===== src/rtl/cfg_seq_pkg.sv =====
// Shared encodings for the configuration sequencer: states, phase
// status codes, result codes and clock-to-data ratio codes.
package cfg_seq_pkg;

    typedef enum logic [3:0] {
        S_IDLE, S_CE, S_DRV, S_WRST, S_WCFG, S_CLRI,
        S_XFER, S_CHK, S_BST1, S_WINIT, S_BST2, S_WUSER
    } seq_state_t;

    localparam logic [2:0] PH_RESET = 3'd1;
    localparam logic [2:0] PH_CFG   = 3'd2;
    localparam logic [2:0] PH_INIT  = 3'd3;
    localparam logic [2:0] PH_USER  = 3'd4;

    localparam logic [3:0] E_OK      = 4'd0;
    localparam logic [3:0] E_ALIGN   = 4'd1;
    localparam logic [3:0] E_TO_RST  = 4'd2;
    localparam logic [3:0] E_TO_CFG  = 4'd3;
    localparam logic [3:0] E_CFG_ERR = 4'd4;
    localparam logic [3:0] E_TO_XFER = 4'd5;
    localparam logic [3:0] E_TO_BST1 = 4'd6;
    localparam logic [3:0] E_TO_INIT = 4'd7;
    localparam logic [3:0] E_TO_BST2 = 4'd8;
    localparam logic [3:0] E_TO_USER = 4'd9;

    localparam logic [1:0] RATIO_X1 = 2'd0;
    localparam logic [1:0] RATIO_X2 = 2'd1;
    localparam logic [1:0] RATIO_X4 = 2'd2;
    localparam logic [1:0] RATIO_X8 = 2'd3;

    localparam int IRQ_W = 12;

endpackage


===== src/rtl/cfg_mode_decode.sv =====
// Mode-select decoder. Purely combinational.
// Assumes msel is stable when the sequencer samples it at start.
// Bit 3 picks the width; bits [1:0] pick the ratio; bit 2 is unused.
module cfg_mode_decode
    import cfg_seq_pkg::*;
(
    input  logic [3:0] msel,
    output logic       wide,
    output logic [1:0] ratio
);

    // Map the select pins to width and clock-to-data ratio.
    always_comb begin
        wide = msel[3];
        casez (msel)
            4'b1?01: ratio = RATIO_X4;
            4'b1?10: ratio = RATIO_X8;
            4'b0?01: ratio = RATIO_X2;
            4'b0?10: ratio = RATIO_X4;
            default: ratio = RATIO_X1;
        endcase
    end

endmodule


===== src/rtl/cfg_wait_timer.sv =====
// Wait-limit counter. Cleared on every state change of the sequencer,
// it counts up and saturates; expired is high once TIMEOUT cycles have
// been spent in the current state. Assumes TIMEOUT >= 2.
module cfg_wait_timer #(
    parameter int TIMEOUT = 32'h0100_0000
) (
    input  logic clk,
    input  logic rst_n,
    input  logic clr,
    output logic expired
);

    localparam int TW = $clog2(TIMEOUT + 1);
    localparam logic [TW-1:0] LIMIT = TW'(TIMEOUT - 1);

    logic [TW-1:0] cnt;

    // Count cycles spent in the current state, saturating at the limit.
    always_ff @(posedge clk) begin
        if (!rst_n || clr)   cnt <= '0;
        else if (cnt != LIMIT) cnt <= cnt + 1'b1;
    end

    assign expired = (cnt == LIMIT);

endmodule


===== src/rtl/cfg_seq_fsm.sv =====
// Sequencing state machine. Steps through the configuration phases,
// decodes outputs from the state (Moore) and registers done/err.
// Assumes the timer is cleared whenever the state changes.
module cfg_seq_fsm
    import cfg_seq_pkg::*;
#(
    parameter int ADDR_W      = 32,
    parameter int DCLK_W      = 16,
    parameter int INIT_PULSES = 4,
    parameter int USER_PULSES = 32'h5000
) (
    input  logic              clk,
    input  logic              rst_n,
    input  logic              start,
    input  logic [ADDR_W-1:0] start_addr,
    input  logic              dec_wide,
    input  logic [1:0]        dec_ratio,
    input  logic [2:0]        phase,
    input  logic              xfer_done,
    input  logic              cfg_done,
    input  logic              nstatus,
    input  logic              dclk_done,
    input  logic              tmo,
    output logic              tmr_clr,
    output logic              busy,
    output logic              done,
    output logic [3:0]        err,
    output logic              cfg_wide,
    output logic [1:0]        cd_ratio,
    output logic              nce,
    output logic              drive_en,
    output logic              nconfig_pull,
    output logic              data_en,
    output logic [IRQ_W-1:0]  irq_clear,
    output logic              dclk_req,
    output logic [DCLK_W-1:0] dclk_cnt
);

    localparam logic [ADDR_W-1:0] ALIGN_MASK = ADDR_W'(3);

    seq_state_t state, nxt;
    logic       fin;
    logic [3:0] code;
    logic       accept;

    // Next state, end-of-run flag and result code.
    always_comb begin
        nxt    = state;
        fin    = 1'b0;
        code   = E_OK;
        accept = 1'b0;
        case (state)
            S_IDLE: if (start) begin
                if ((start_addr & ALIGN_MASK) != '0) begin
                    fin  = 1'b1;
                    code = E_ALIGN;
                end else begin
                    accept = 1'b1;
                    nxt    = S_CE;
                end
            end
            S_CE:   nxt = S_DRV;
            S_DRV:  nxt = S_WRST;
            S_WRST: if (phase == PH_RESET) nxt = S_WCFG;
                    else if (tmo) begin fin = 1'b1; code = E_TO_RST; end
            S_WCFG: if (phase == PH_CFG) nxt = S_CLRI;
                    else if (tmo) begin fin = 1'b1; code = E_TO_CFG; end
            S_CLRI: nxt = S_XFER;
            S_XFER: if (xfer_done) nxt = S_CHK;
                    else if (tmo) begin fin = 1'b1; code = E_TO_XFER; end
            S_CHK:  if (cfg_done || nstatus) nxt = S_BST1;
                    else begin fin = 1'b1; code = E_CFG_ERR; end
            S_BST1: if (dclk_done) nxt = S_WINIT;
                    else if (tmo) begin fin = 1'b1; code = E_TO_BST1; end
            S_WINIT: if (phase == PH_INIT || phase == PH_USER) nxt = S_BST2;
                    else if (tmo) begin fin = 1'b1; code = E_TO_INIT; end
            S_BST2: if (dclk_done) nxt = S_WUSER;
                    else if (tmo) begin fin = 1'b1; code = E_TO_BST2; end
            S_WUSER: if (phase == PH_USER) fin = 1'b1;
                    else if (tmo) begin fin = 1'b1; code = E_TO_USER; end
            default: nxt = S_IDLE;
        endcase
        if (fin) nxt = S_IDLE;
    end

    // State, result and latched mode registers.
    always_ff @(posedge clk) begin
        if (!rst_n) begin
            state    <= S_IDLE;
            done     <= 1'b0;
            err      <= E_OK;
            cfg_wide <= 1'b0;
            cd_ratio <= RATIO_X1;
        end else begin
            state <= nxt;
            done  <= fin;
            if (fin) err <= code;
            else if (accept) err <= E_OK;
            if (accept) begin
                cfg_wide <= dec_wide;
                cd_ratio <= dec_ratio;
            end
        end
    end

    assign tmr_clr = (nxt != state);

    // Drive outputs decoded from the current state.
    always_comb begin
        busy         = (state != S_IDLE);
        nce          = (state == S_IDLE);
        drive_en     = !(state inside {S_IDLE, S_CE});
        nconfig_pull = (state == S_WRST);
        data_en      = (state == S_XFER) || (state == S_CHK);
        irq_clear    = (state == S_CLRI) ? {IRQ_W{1'b1}} : '0;
        dclk_req     = (state == S_BST1) || (state == S_BST2);
        if (state == S_BST1)      dclk_cnt = DCLK_W'(INIT_PULSES);
        else if (state == S_BST2) dclk_cnt = DCLK_W'(USER_PULSES);
        else                      dclk_cnt = '0;
    end

endmodule


===== src/rtl/cfg_seq_ctrl.sv =====
// Top of the configuration sequencer: mode decoder, wait timer and
// state machine. Assumes all inputs are synchronous to clk.
module cfg_seq_ctrl
    import cfg_seq_pkg::*;
#(
    parameter int ADDR_W      = 32,
    parameter int DCLK_W      = 16,
    parameter int TIMEOUT     = 32'h0100_0000,
    parameter int INIT_PULSES = 4,
    parameter int USER_PULSES = 32'h5000
) (
    input  logic              clk,
    input  logic              rst_n,
    input  logic              start,
    input  logic [ADDR_W-1:0] start_addr,
    input  logic [3:0]        msel,
    input  logic [2:0]        phase,
    input  logic              xfer_done,
    input  logic              cfg_done,
    input  logic              nstatus,
    input  logic              dclk_done,
    output logic              busy,
    output logic              done,
    output logic [3:0]        err,
    output logic              cfg_wide,
    output logic [1:0]        cd_ratio,
    output logic              nce,
    output logic              drive_en,
    output logic              nconfig_pull,
    output logic              data_en,
    output logic [11:0]       irq_clear,
    output logic              dclk_req,
    output logic [DCLK_W-1:0] dclk_cnt
);

    logic       dec_wide;
    logic [1:0] dec_ratio;
    logic       tmr_clr;
    logic       tmo;

    cfg_mode_decode u_dec (
        .msel  (msel),
        .wide  (dec_wide),
        .ratio (dec_ratio)
    );

    cfg_wait_timer #(.TIMEOUT(TIMEOUT)) u_tmr (
        .clk     (clk),
        .rst_n   (rst_n),
        .clr     (tmr_clr),
        .expired (tmo)
    );

    cfg_seq_fsm #(
        .ADDR_W      (ADDR_W),
        .DCLK_W      (DCLK_W),
        .INIT_PULSES (INIT_PULSES),
        .USER_PULSES (USER_PULSES)
    ) u_fsm (
        .clk          (clk),
        .rst_n        (rst_n),
        .start        (start),
        .start_addr   (start_addr),
        .dec_wide     (dec_wide),
        .dec_ratio    (dec_ratio),
        .phase        (phase),
        .xfer_done    (xfer_done),
        .cfg_done     (cfg_done),
        .nstatus      (nstatus),
        .dclk_done    (dclk_done),
        .tmo          (tmo),
        .tmr_clr      (tmr_clr),
        .busy         (busy),
        .done         (done),
        .err          (err),
        .cfg_wide     (cfg_wide),
        .cd_ratio     (cd_ratio),
        .nce          (nce),
        .drive_en     (drive_en),
        .nconfig_pull (nconfig_pull),
        .data_en      (data_en),
        .irq_clear    (irq_clear),
        .dclk_req     (dclk_req),
        .dclk_cnt     (dclk_cnt)
    );

endmodule


===== config.mk =====
export PLATFORM = sky130hd
export DESIGN_NAME = cfg_seq_ctrl
export DESIGN_NICKNAME = d
export VERILOG_FILES = /design/src/rtl/cfg_seq_pkg.sv /design/src/rtl/cfg_mode_decode.sv /design/src/rtl/cfg_wait_timer.sv /design/src/rtl/cfg_seq_fsm.sv /design/src/rtl/cfg_seq_ctrl.sv
export SDC_FILE = /design/constraint.sdc
export NUM_CORES = 1
export LEC_CHECK = 0
export ABC_AREA = 1
export ABC_CLOCK_PERIOD_IN_PS = 3100
export BUFFER_PORTS_ARGS = -buffer_cell sky130_fd_sc_hd__buf_2
export CAP_MARGIN = 0
export CORE_MARGIN = 1
export CORE_UTILIZATION = 25
export DETAILED_ROUTE_END_ITERATION = 7
export GPL_TIMING_DRIVEN = 1
export SYNTH_ARGS = -nofsm -noshare
export SYNTH_HDL_FRONTEND = slang
export SYNTH_HIERARCHICAL = 1
export SYNTH_SLANG_ARGS = --single-unit

===== constraint.sdc =====
create_clock -name clk -period 3.1 [get_ports clk]
set_input_delay 0.155 -clock clk [delete_from_list [all_inputs] [get_ports clk]]
set_output_delay 0.155 -clock clk [all_outputs]
set_load 0.005 [all_outputs]

==> out/metrics.cfg, run 1 <==
[status]
status=finished clean

[power]
internal-power_uw=785
comb_power_share_pct=9.5
power.density_nw_per_um2=336
sw_frac_of_total_pct=23.6
power_switching_uw=242
power.share.sequential_pct=48.2
p_clk_share_pct=42.3
p_leak_nw=1.45
vdd.ir_drop.worst_mv=0.200

[synthesis]
synthTopCellsByCount=110 x nand2_1, 79 x nor2_1, 44 x inv_1
syn_inst=419
ys_seq_area_share_pct=28.2
async_flop_share_pct=0
synth.avg_cell_area_sq_um=6.26
ys_ff_latch=37
syn-cell-area_sq_um=2630
ys_types=31
synth_top_cell_area_share_pct=28.2
yosysMostFrequentCell=nand2_1
synth_area_leaders=dfxtp_1 28%, nand2_1 16%, nor2_1 11%, buf_4 7.7%, nand3_1 6.9%
synth_edf_count=0
synth_largest_area_cell=dfxtp_1
synth_flop_cell=dfxtp_1
ys_warn_count=6

[timing]
whs_ns=0.142
report.final.slew_viol_count=0
fin_skew_ns=0.00524
fmax_mhz=352
hold_viol=0
finalSetupViolCount=0
rsz0062_at_grt=no
fin_crit_sh_pct=91.7
period_needed_ns=2.84

[final_layout]
syn_to_final_growth_pct=16.4
diodes=0
drive_above_1_share_pct=22.4
nets=507
layoutNonFillerInstCount=595

[routing]
postRouteWirelength_mm=5.83
first_pass_iters=5
drt-initial-drc-count=94
wl_per_cell_microns=9.80
vias=2555
final_antenna_net_count=0
avgViaCountPerCell=4.29
drcViolationCount=0

[global_routing]
antenna_found_initial=0
gr-total-overflow=0
grtUsageTotal_pct=10.8
grt_max_degree=20
use_met2_pct=18.8
grtUsageMet1_pct=12.8
grt_pass1_wl_mm=9.87
grt_use_met3_pct=2.32
first_global_vias=2286
busiest_layer=met2

[die]
start_util_pct=25.7
ioPinCount=88
core_area_sq_um=10200
die_h_microns=104
row_count=37
die_w_microns=104
fp.dieArea_sq_um=10900

[clocking]
cts_made_buffers=5
cts_hold_buffers=0
htree_levels=2
clock_sinks=37
cts_buffer_depth=2
cts_tree=built
root_buffer=clkbuf_8
clk_pin_slew_ns=0.08
clk_latency_ns=0.29

[setup_path]
crit_type=reg2reg
required_ns=3.31
crit_path_end_kind=flip-flop
cp-start-kind=flip-flop
critical_path_arrival_ns=3.05
critPathLaunch=u_tmr/cnt[1]
cp_max_fo=14
crit-reg2reg-launch=u_tmr/cnt[1]

[worst_hold_path]
hold_path_startpoint=msel[3]
hp-class=in2reg

[place]
port_buffers=43
place_hpwl_mm=4.54
dpl.cell_count=585
gp_congestion=0.876

[flow_run]
cap_violations=0

-- per-layer routing --
metal	vias to the layer above	wire length (microns)
li1	1337	-
met2	68	2790
met1	1136	2640
met4	0	125
met5	-	0
met3	14	274
-- critical path, stage by stage, from the launching register on --
cell	delay (ns)
dfxtp_4	0.38
ha_4	0.15
nand3_4	0.10
inv_4	0.09
nand2_4	0.07
nor2_8	0.15
inv_1	0.09
nor3_2	0.18
buf_4	0.16
inv_1	0.08
nor4_4	0.37
nor2_4	0.10
nand2_4	0.10
inv_2	0.04
nand2_1	0.07
nand2_1	0.05
nand2_1	0.05
nand2_1	0.06
nor2_2	0.12
inv_1	0.05
buf_4	0.18
a31oi_1	0.14
-- power by group through the flow --
stage / registers [mW] / logic [mW] / clock network [mW]
floorplan: 0.502 / 0.0724 / 0
global placement: 0.502 / 0.0934 / 0
detailed placement: 0.503 / 0.0951 / 0
CTS: 0.492 / 0.0957 / 0.447
global route: 0.496 / 0.111 / 0.467
finish: 0.495 / 0.0979 / 0.434
-- cell usage in the layout (no fill, tap or decap), drive strengths merged --
cell type,count
xnor2,9
clkbuf,6
nor3,3
clkinvlp,1
nand3b,1
dfxtp,37
inv,53
a21boi,1
nor2,89
buf,50
ha,3
nand3,40
nor4,1
a21oi,13
nand4,7
a31oi,2
bufinv,1
nor3b,1
o21ai,9
nand2,117
clkinv,1
or2,1
conb,13
-- what timing repair did --
item / CTS / global route
hold endpoints to repair: 0 / 0
resized for setup: 1 / 13
pin swaps: 0 / 2
endpoints found under the setup margin: 14 / 25
setup buffers: 0 / 2
-- per-stage QoR --
| step | setup WS (ns) | power, mW | utilization [%] | cell area, sq um | TNS [ns] |
|---|---|---|---|---|---|
| floorplan | 0.0288 | 0.575 | - | 2670 | 0 |
| global placement | 0.0523 | 0.596 | 28.0 | 2860 | 0 |
| detailed placement | -0.0307 | 0.598 | 28.0 | 2860 | -0.0402 |
| CTS | 0.00658 | 1.03 | 29.3 | 2990 | 0 |
| global route | 0.00174 | 1.07 | 29.9 | 3060 | 0 |
| finish | 0.258 | 1.03 | 29.9 | 3060 | 0 |
-- sequential cells by signal (all words and copies together) (netlist names) --
name and count:
u_fsm/state 4, u_fsm/done 1, u_tmr/cnt 25, u_fsm/err 4
u_fsm/cfg_wide 1, u_fsm/cd_ratio 2
-- final cells by class --
type,instances,area [sq um]
clock buffers,6,82.6
inverters,54,205
fillers,1118,7180
multi-input cells,310,1540
flip-flops and latches,37,748
clock inverters,2,37.5
repair buffers,50,268
well taps,136,170
-- path summary, 6_finish.rpt --
path                                        to  slack (ns)  cells past startpoint
worst min register to register    u_fsm/err[0]        0.46                      2
worst max-delay path              u_tmr/cnt[9]        0.26                     21
worst min-delay path            u_fsm/cfg_wide        0.14                      3
worst max register to register    u_tmr/cnt[9]        0.26                     21
-- cell families (layout without fill, tap and decap cells) --
logic type	count (synthesis)	after routing	share of synthesized area [%]
and+or+nand+nor	260	260	45.2
buffers and inverters	84	112	16.4
DFF	37	37	28.2
AOI/OAI and AO/OA	25	25	5.53
xor gates and xnor gates	9	9	3.00
adders and majority gates	3	3	1.43
other	1	13	0.143
Power figures use the tool's default switching activity.
==> inputs of run 2 (changes only) <==
Settings changed: PLACE_DENSITY set to 0.53.
==> run 2 against run 1 <==
Clock skew up 0.0034 ns. Utilization up 0.24 points. Via count decreased by 2.2%. Critical path type unchanged. Largest cell class unchanged. Highest routed layer unchanged.
==> out/metrics.cfg, run 2 (synthesis results as in run 1) <==
[routing]
drt-initial-drc-count=103  ; +9.6%
avgViaCountPerCell=4.16  ; -3.2%
drcViolationCount=0  ; unchanged
postRouteWirelength_mm=6.17  ; +5.8%
wl_per_cell_microns=10.3  ; +4.8%
first_pass_iters=4  ; -1
vias=2498  ; -2.2%
final_antenna_net_count=0  ; unchanged

[timing]
hold_viol=0  ; unchanged
report.final.slew_viol_count=0  ; unchanged
fin_skew_ns=0.00868  ; +0.00344 ns
period_needed_ns=2.85  ; +0.0106 ns
fmax_mhz=351  ; -0.37%
finalSetupViolCount=0  ; unchanged
fin_crit_sh_pct=92.0  ; +0.34 points

[global_routing]
antenna_found_initial=0  ; unchanged
gr-total-overflow=0  ; unchanged
grt_max_degree=20  ; unchanged
grtUsageTotal_pct=11.8  ; +1.0 points
first_global_vias=2253  ; -1.4%
grt_pass1_wl_mm=10.4  ; +5.2%

[setup_path]
critical_path_arrival_ns=3.08  ; +0.03 ns
r2r_end=u_tmr/cnt[10]
crit_type=reg2reg
cp_max_fo=14  ; unchanged
crit_slowest_cell=dfxtp_2
ff2ff_path_depth=23  ; +9.5%
cp-start-kind=flip-flop
critPathLaunch=u_tmr/cnt[1]
slowest_delay_ns=0.36  ; -0.02 ns
crit_path_end_kind=flip-flop
required_ns=3.32  ; about the same
crit_end=u_tmr/cnt[10]
crit_top_cell=nand2_1
path_cells=ha_2 -> nand3_2 -> inv_4 -> nand2_4 -> nor2_8 -> inv_1 -> nor3_1 -> buf_4 -> inv_1 -> nor2_1 -> nand3_2 -> nand3_2 -> nor2_4 -> nand2_4 -> inv_2 -> nand2_1 -> nand2_1 -> nand2_1 -> nand2_1 -> nor2_2 -> inv_1 -> buf_4 -> a31oi_2
crit-reg2reg-launch=u_tmr/cnt[1]
r2r_slack_ns=0.25  ; about the same

[die]
fp.dieArea_sq_um=10900  ; unchanged
core_area_sq_um=10200  ; unchanged
die_w_microns=104  ; unchanged
start_util_pct=25.7  ; unchanged
die_h_microns=104  ; unchanged
ioPinCount=88  ; unchanged
row_count=37  ; unchanged

[final_layout]
drive_above_1_share_pct=23.4  ; +1.0 points
largest_reg_flops=25  ; unchanged
layout_common_cells=109 x nand2_1, 78 x nor2_1, 44 x inv_1, 43 x buf_2, 35 x dfxtp_1
mostFrequentLayoutCell=nand2_1
stdcell_area_sq_um=3080  ; +0.82%
reg_top3=u_tmr/cnt: 25 flops, u_fsm/err: 4 flops, u_fsm/state: 4 flops
syn_to_final_growth_pct=17.3
max_flop_register=u_tmr/cnt
diodes=0  ; unchanged
nets=513  ; +1.2%
final_util_pct=30.1  ; +0.24 points

[place]
port_buffers=43  ; unchanged
gp_congestion=0.932  ; +6.4%
placed_area_sq_um=2860  ; unchanged
place_hpwl_mm=4.72  ; +3.9%

[status]
status=finished clean

[power]
p_leak_nw=1.48  ; +2.0%
power.density_nw_per_um2=332  ; -1.1%
vdd.ir_drop.worst_mv=0.204  ; +2.0%

[clocking]
cts_buffer_depth=2  ; unchanged
root_buffer=clkbuf_8
cts_tree=built
cts_made_buffers=5  ; unchanged
clock_sinks=37  ; unchanged
clk_pin_slew_ns=0.08  ; about the same
clk_latency_ns=0.30  ; about the same
htree_levels=2  ; unchanged
cts_hold_buffers=0  ; unchanged

[flow_run]
cap_violations=0  ; unchanged

[worst_hold_path]
hp-class=in2reg

run 2: cell type report:
cell class              instances  area, sq um
flip-flops and latches         37          743
inverters                      54          205
clock buffers                   5         68.8
repair buffers                 56          313
clock inverters                 3         46.3
fillers                      1125         7150
well taps                     136          170
multi-input cells             310         1530
run 2: worst max-delay path: cells and delay by family, from the launching register on:
kind,cells,cell delay [ns]
AO/OA/AOI/OAI,1,0.15
AND/OR/NAND/NOR,14,1.35
buffers and inverters,7,0.71
adder cells (fa/ha/maj),1,0.19
flip-flops,1,0.36
run 2: how the worst min path moves through the flow:
stage                     start                end  slack [ns]  depth (start not counted)
final                     rst_n  u_fsm/cd_ratio[0]        0.13                          3
after global routing      rst_n  u_fsm/cd_ratio[1]        0.14                          3
after CTS                 rst_n  u_fsm/cd_ratio[0]        0.12                          3
after detailed placement  rst_n     u_fsm/cfg_wide        0.45                          3
after global placement    rst_n  u_fsm/cd_ratio[1]        0.45                          3
after floorplan           rst_n  u_fsm/cd_ratio[0]        0.29                          2
run 2: through the flow:
step	setup TNS [ns]	cells	setup WS (ns)	power, mW	hold WS, ns
after detailed placement	0	585	0.0488	0.599	0.450
after CTS	0	593	0.0170	1.04	0.119
after floorplan	0	431	0.0288	0.575	0.291
after global placement	0	585	0.0577	0.597	0.449
final	0	601	0.248	1.02	0.133
after global routing	-0.0963	601	-0.0561	1.08	0.138
run 2: per-layer routing:
metal  wire length, microns  GRT usage (%)  up-vias
met5                      0              0        -
met3                    220           2.82        6
li1                       -              -     1356
met1                   2980           14.9     1091
met2                   2900           19.4       45
met4                     70           4.18        0
run 2: power breakdown:
group	internal [mW]	switching [mW]	leakage, nW
sequential	0.484	0.00788	0.300
combinational	0.0370	0.0619	1.13
clock	0.241	0.192	0.0543
run 2: timing repair:
item                                    in CTS  in global routing
setup buffers                                0                  8
gates resized for setup                      0                 11
endpoints found under the setup margin       0                 25
==> inputs of run 3 (changes only) <==
Settings changed: CORE_MARGIN 1 to 2.
==> run 3 against run 2 <==
Non-clock buffer count is 7 lower. Utilization down 0.28 points. Setup slack improved by 0.040 ns. Sequential share of layout area grew 0.16 points. Fmax is 1.4% higher. Flip-flop and latch count stayed put. Global-route usage is 1.0 points lower. Power increased by 7.6%. Sequential power about the same. Via count is 1.0% higher.
==> out/metrics.cfg, run 3 (synthesis results as in run 1) <==
[status]
status=finished clean

[die]
die_w_microns=106  ; +1.9%
row_count=37  ; unchanged
start_util_pct=25.5  ; -0.12 points
fp.dieArea_sq_um=11300  ; +3.9%
core_area_sq_um=10300  ; +0.45%
die_h_microns=106  ; +1.9%
ioPinCount=88  ; unchanged

[place]
dp_slack_ns=0.000599  ; -0.0482 ns
gp_congestion=0.864  ; -7.3%
dpl.cell_count=585  ; unchanged
placed_area_sq_um=2860  ; unchanged
port_buffers=43  ; unchanged
place_hpwl_mm=4.64  ; -1.6%

[routing]
vias=2524  ; +1.0%
wl_per_cell_microns=10.1  ; -1.9%
postRouteWirelength_mm=5.98  ; -3.0%
final_antenna_net_count=0  ; unchanged
drt-initial-drc-count=105  ; +1.9%
drcViolationCount=0  ; unchanged
avgViaCountPerCell=4.25  ; +2.2%
first_pass_iters=4  ; unchanged

[clocking]
cts_made_buffers=5  ; unchanged
cts_buffer_depth=2  ; unchanged
htree_levels=2  ; unchanged
cts_hold_buffers=0  ; unchanged
clk_pin_slew_ns=0.08  ; about the same
clk_latency_ns=0.29  ; about the same
cts_tree=built
root_buffer=clkbuf_8
clock_sinks=37  ; unchanged

[final_layout]
stdcell_area_sq_um=3070  ; -0.49%
max_flop_register=u_tmr/cnt
largest_reg_flops=25  ; unchanged
layoutNonFillerInstCount=594  ; -1.2%
diodes=0  ; unchanged
layout_common_cells=109 x nand2_1, 78 x nor2_1, 44 x inv_1, 43 x buf_2, 35 x nand3_1
syn_to_final_growth_pct=16.8
nets=506  ; -1.4%
drive_above_1_share_pct=22.3  ; -1.2 points
mostFrequentLayoutCell=nand2_1
reg_top3=u_tmr/cnt: 25 flops, u_fsm/err: 4 flops, u_fsm/state: 4 flops

[setup_path]
required_ns=3.32  ; about the same
crit_type=reg2reg
slowest_delay_ns=0.38  ; +0.02 ns
cp-start-kind=flip-flop
crit_path_end_kind=flip-flop
critical_path_arrival_ns=3.03  ; -0.05 ns
crit_top_cell=nand2_1
critPathTopFamily=simple AND/OR/NAND/NOR gates
cp_max_fo=14  ; unchanged
crit_buf_inv=7  ; unchanged
path_cells=ha_4 -> nand3_4 -> inv_4 -> nand2_4 -> nor2_8 -> inv_1 -> nor3_2 -> buf_4 -> inv_1 -> nor4_4 -> nor2_4 -> nand2_4 -> inv_2 -> nand2_1 -> nand2_1 -> nand2_1 -> nand2_1 -> nor2_2 -> inv_1 -> buf_6 -> a31oi_1
crit_slowest_cell=dfxtp_2

[timing]
rsz0062_at_grt=no
fin_crit_sh_pct=90.7  ; -1.3 points
period_needed_ns=2.81  ; -0.0399 ns
report.final.slew_viol_count=0  ; unchanged
whs_ns=0.138  ; +0.00454 ns
fmax_mhz=356  ; +1.4%
finalSetupTns_ns=0  ; unchanged
fin_skew_ns=0.00622  ; -0.00246 ns
timing.final.ws_setup_ns=0.288  ; +0.0399 ns
hold_viol=0  ; unchanged
finalSetupViolCount=0  ; unchanged

[worst_hold_path]
hp-class=in2reg

[global_routing]
antenna_found_initial=0  ; unchanged
gr-total-overflow=0  ; unchanged
grt_use_met3_pct=2.70  ; -0.12 points
grt_max_degree=20  ; unchanged
use_met2_pct=18.2  ; -1.2 points
grtUsageMet1_pct=13.8  ; -1.1 points
busiest_layer=met2
first_global_vias=2262  ; +0.40%
grtUsageTotal_pct=10.8  ; -1.0 points
grt_pass1_wl_mm=10.1  ; -3.1%

[flow_run]
cap_violations=0  ; unchanged

[power]
power.density_nw_per_um2=359  ; +8.1%
vdd.ir_drop.worst_mv=0.138  ; -32%
p_leak_nw=1.46  ; -1.5%

-- run 3: path summary, 6_finish.rpt --
check / from / to / slack [ns] / cells past startpoint
min reg2reg: u_fsm/err[0] / u_fsm/err[0] / 0.46 / 2
min: rst_n / u_fsm/cd_ratio[1] / 0.14 / 3
max reg2reg: u_tmr/cnt[1] / u_tmr/cnt[10] / 0.29 / 21
max: u_tmr/cnt[1] / u_tmr/cnt[10] / 0.29 / 21
-- run 3: layout make-up --
class / instances / area [sq um]
Timing Repair Buffer: 49 / 264
Sequential cell: 37 / 744
Tap cell: 136 / 170
Clock inverter: 3 / 65.1
Clock buffer: 5 / 68.8
Inverter: 54 / 205
Multi-Input combinational cell: 310 / 1550
Fill cell: 1149 / 7210
-- run 3: power breakdown --
group	switching (mW)	internal, mW	leakage [nW]	total [mW]
logic	0.0602	0.0386	1.09	0.0988
registers	0.00943	0.485	0.300	0.494
clock network	0.189	0.320	0.0681	0.509
-- run 3: per-stage QoR --
step | utilization, % | power, mW
after floorplan | - | 0.575
after global placement | 27.9 | 0.596
after global routing | 29.8 | 1.15
final | 29.8 | 1.10
after CTS | 29.3 | 1.10
after detailed placement | 27.9 | 0.597
-- run 3: routing by layer --
metal  vias to the layer above  routed length, microns
li1                       1335                       -
met1                      1133                    2900
met2                        52                    2770
met3                         4                     278
met4                         0                      29
met5                         -                       0
-- run 3: tightest hold or removal path, stage by stage --
cell	delay [ns]
buf_2	0.13
o21ai_0	0.07
nor2_1	0.04
-- run 3: what timing repair did --
| item | 4_1_cts | 5_1_grt |
|---|---|---|
| buffers inserted | 0 | 1 |
| cloned | 0 | 0 |
| setup endpoints to repair | 4 | 25 |
| pin swaps | 0 | 1 |
| gates resized for setup | 1 | 13 |
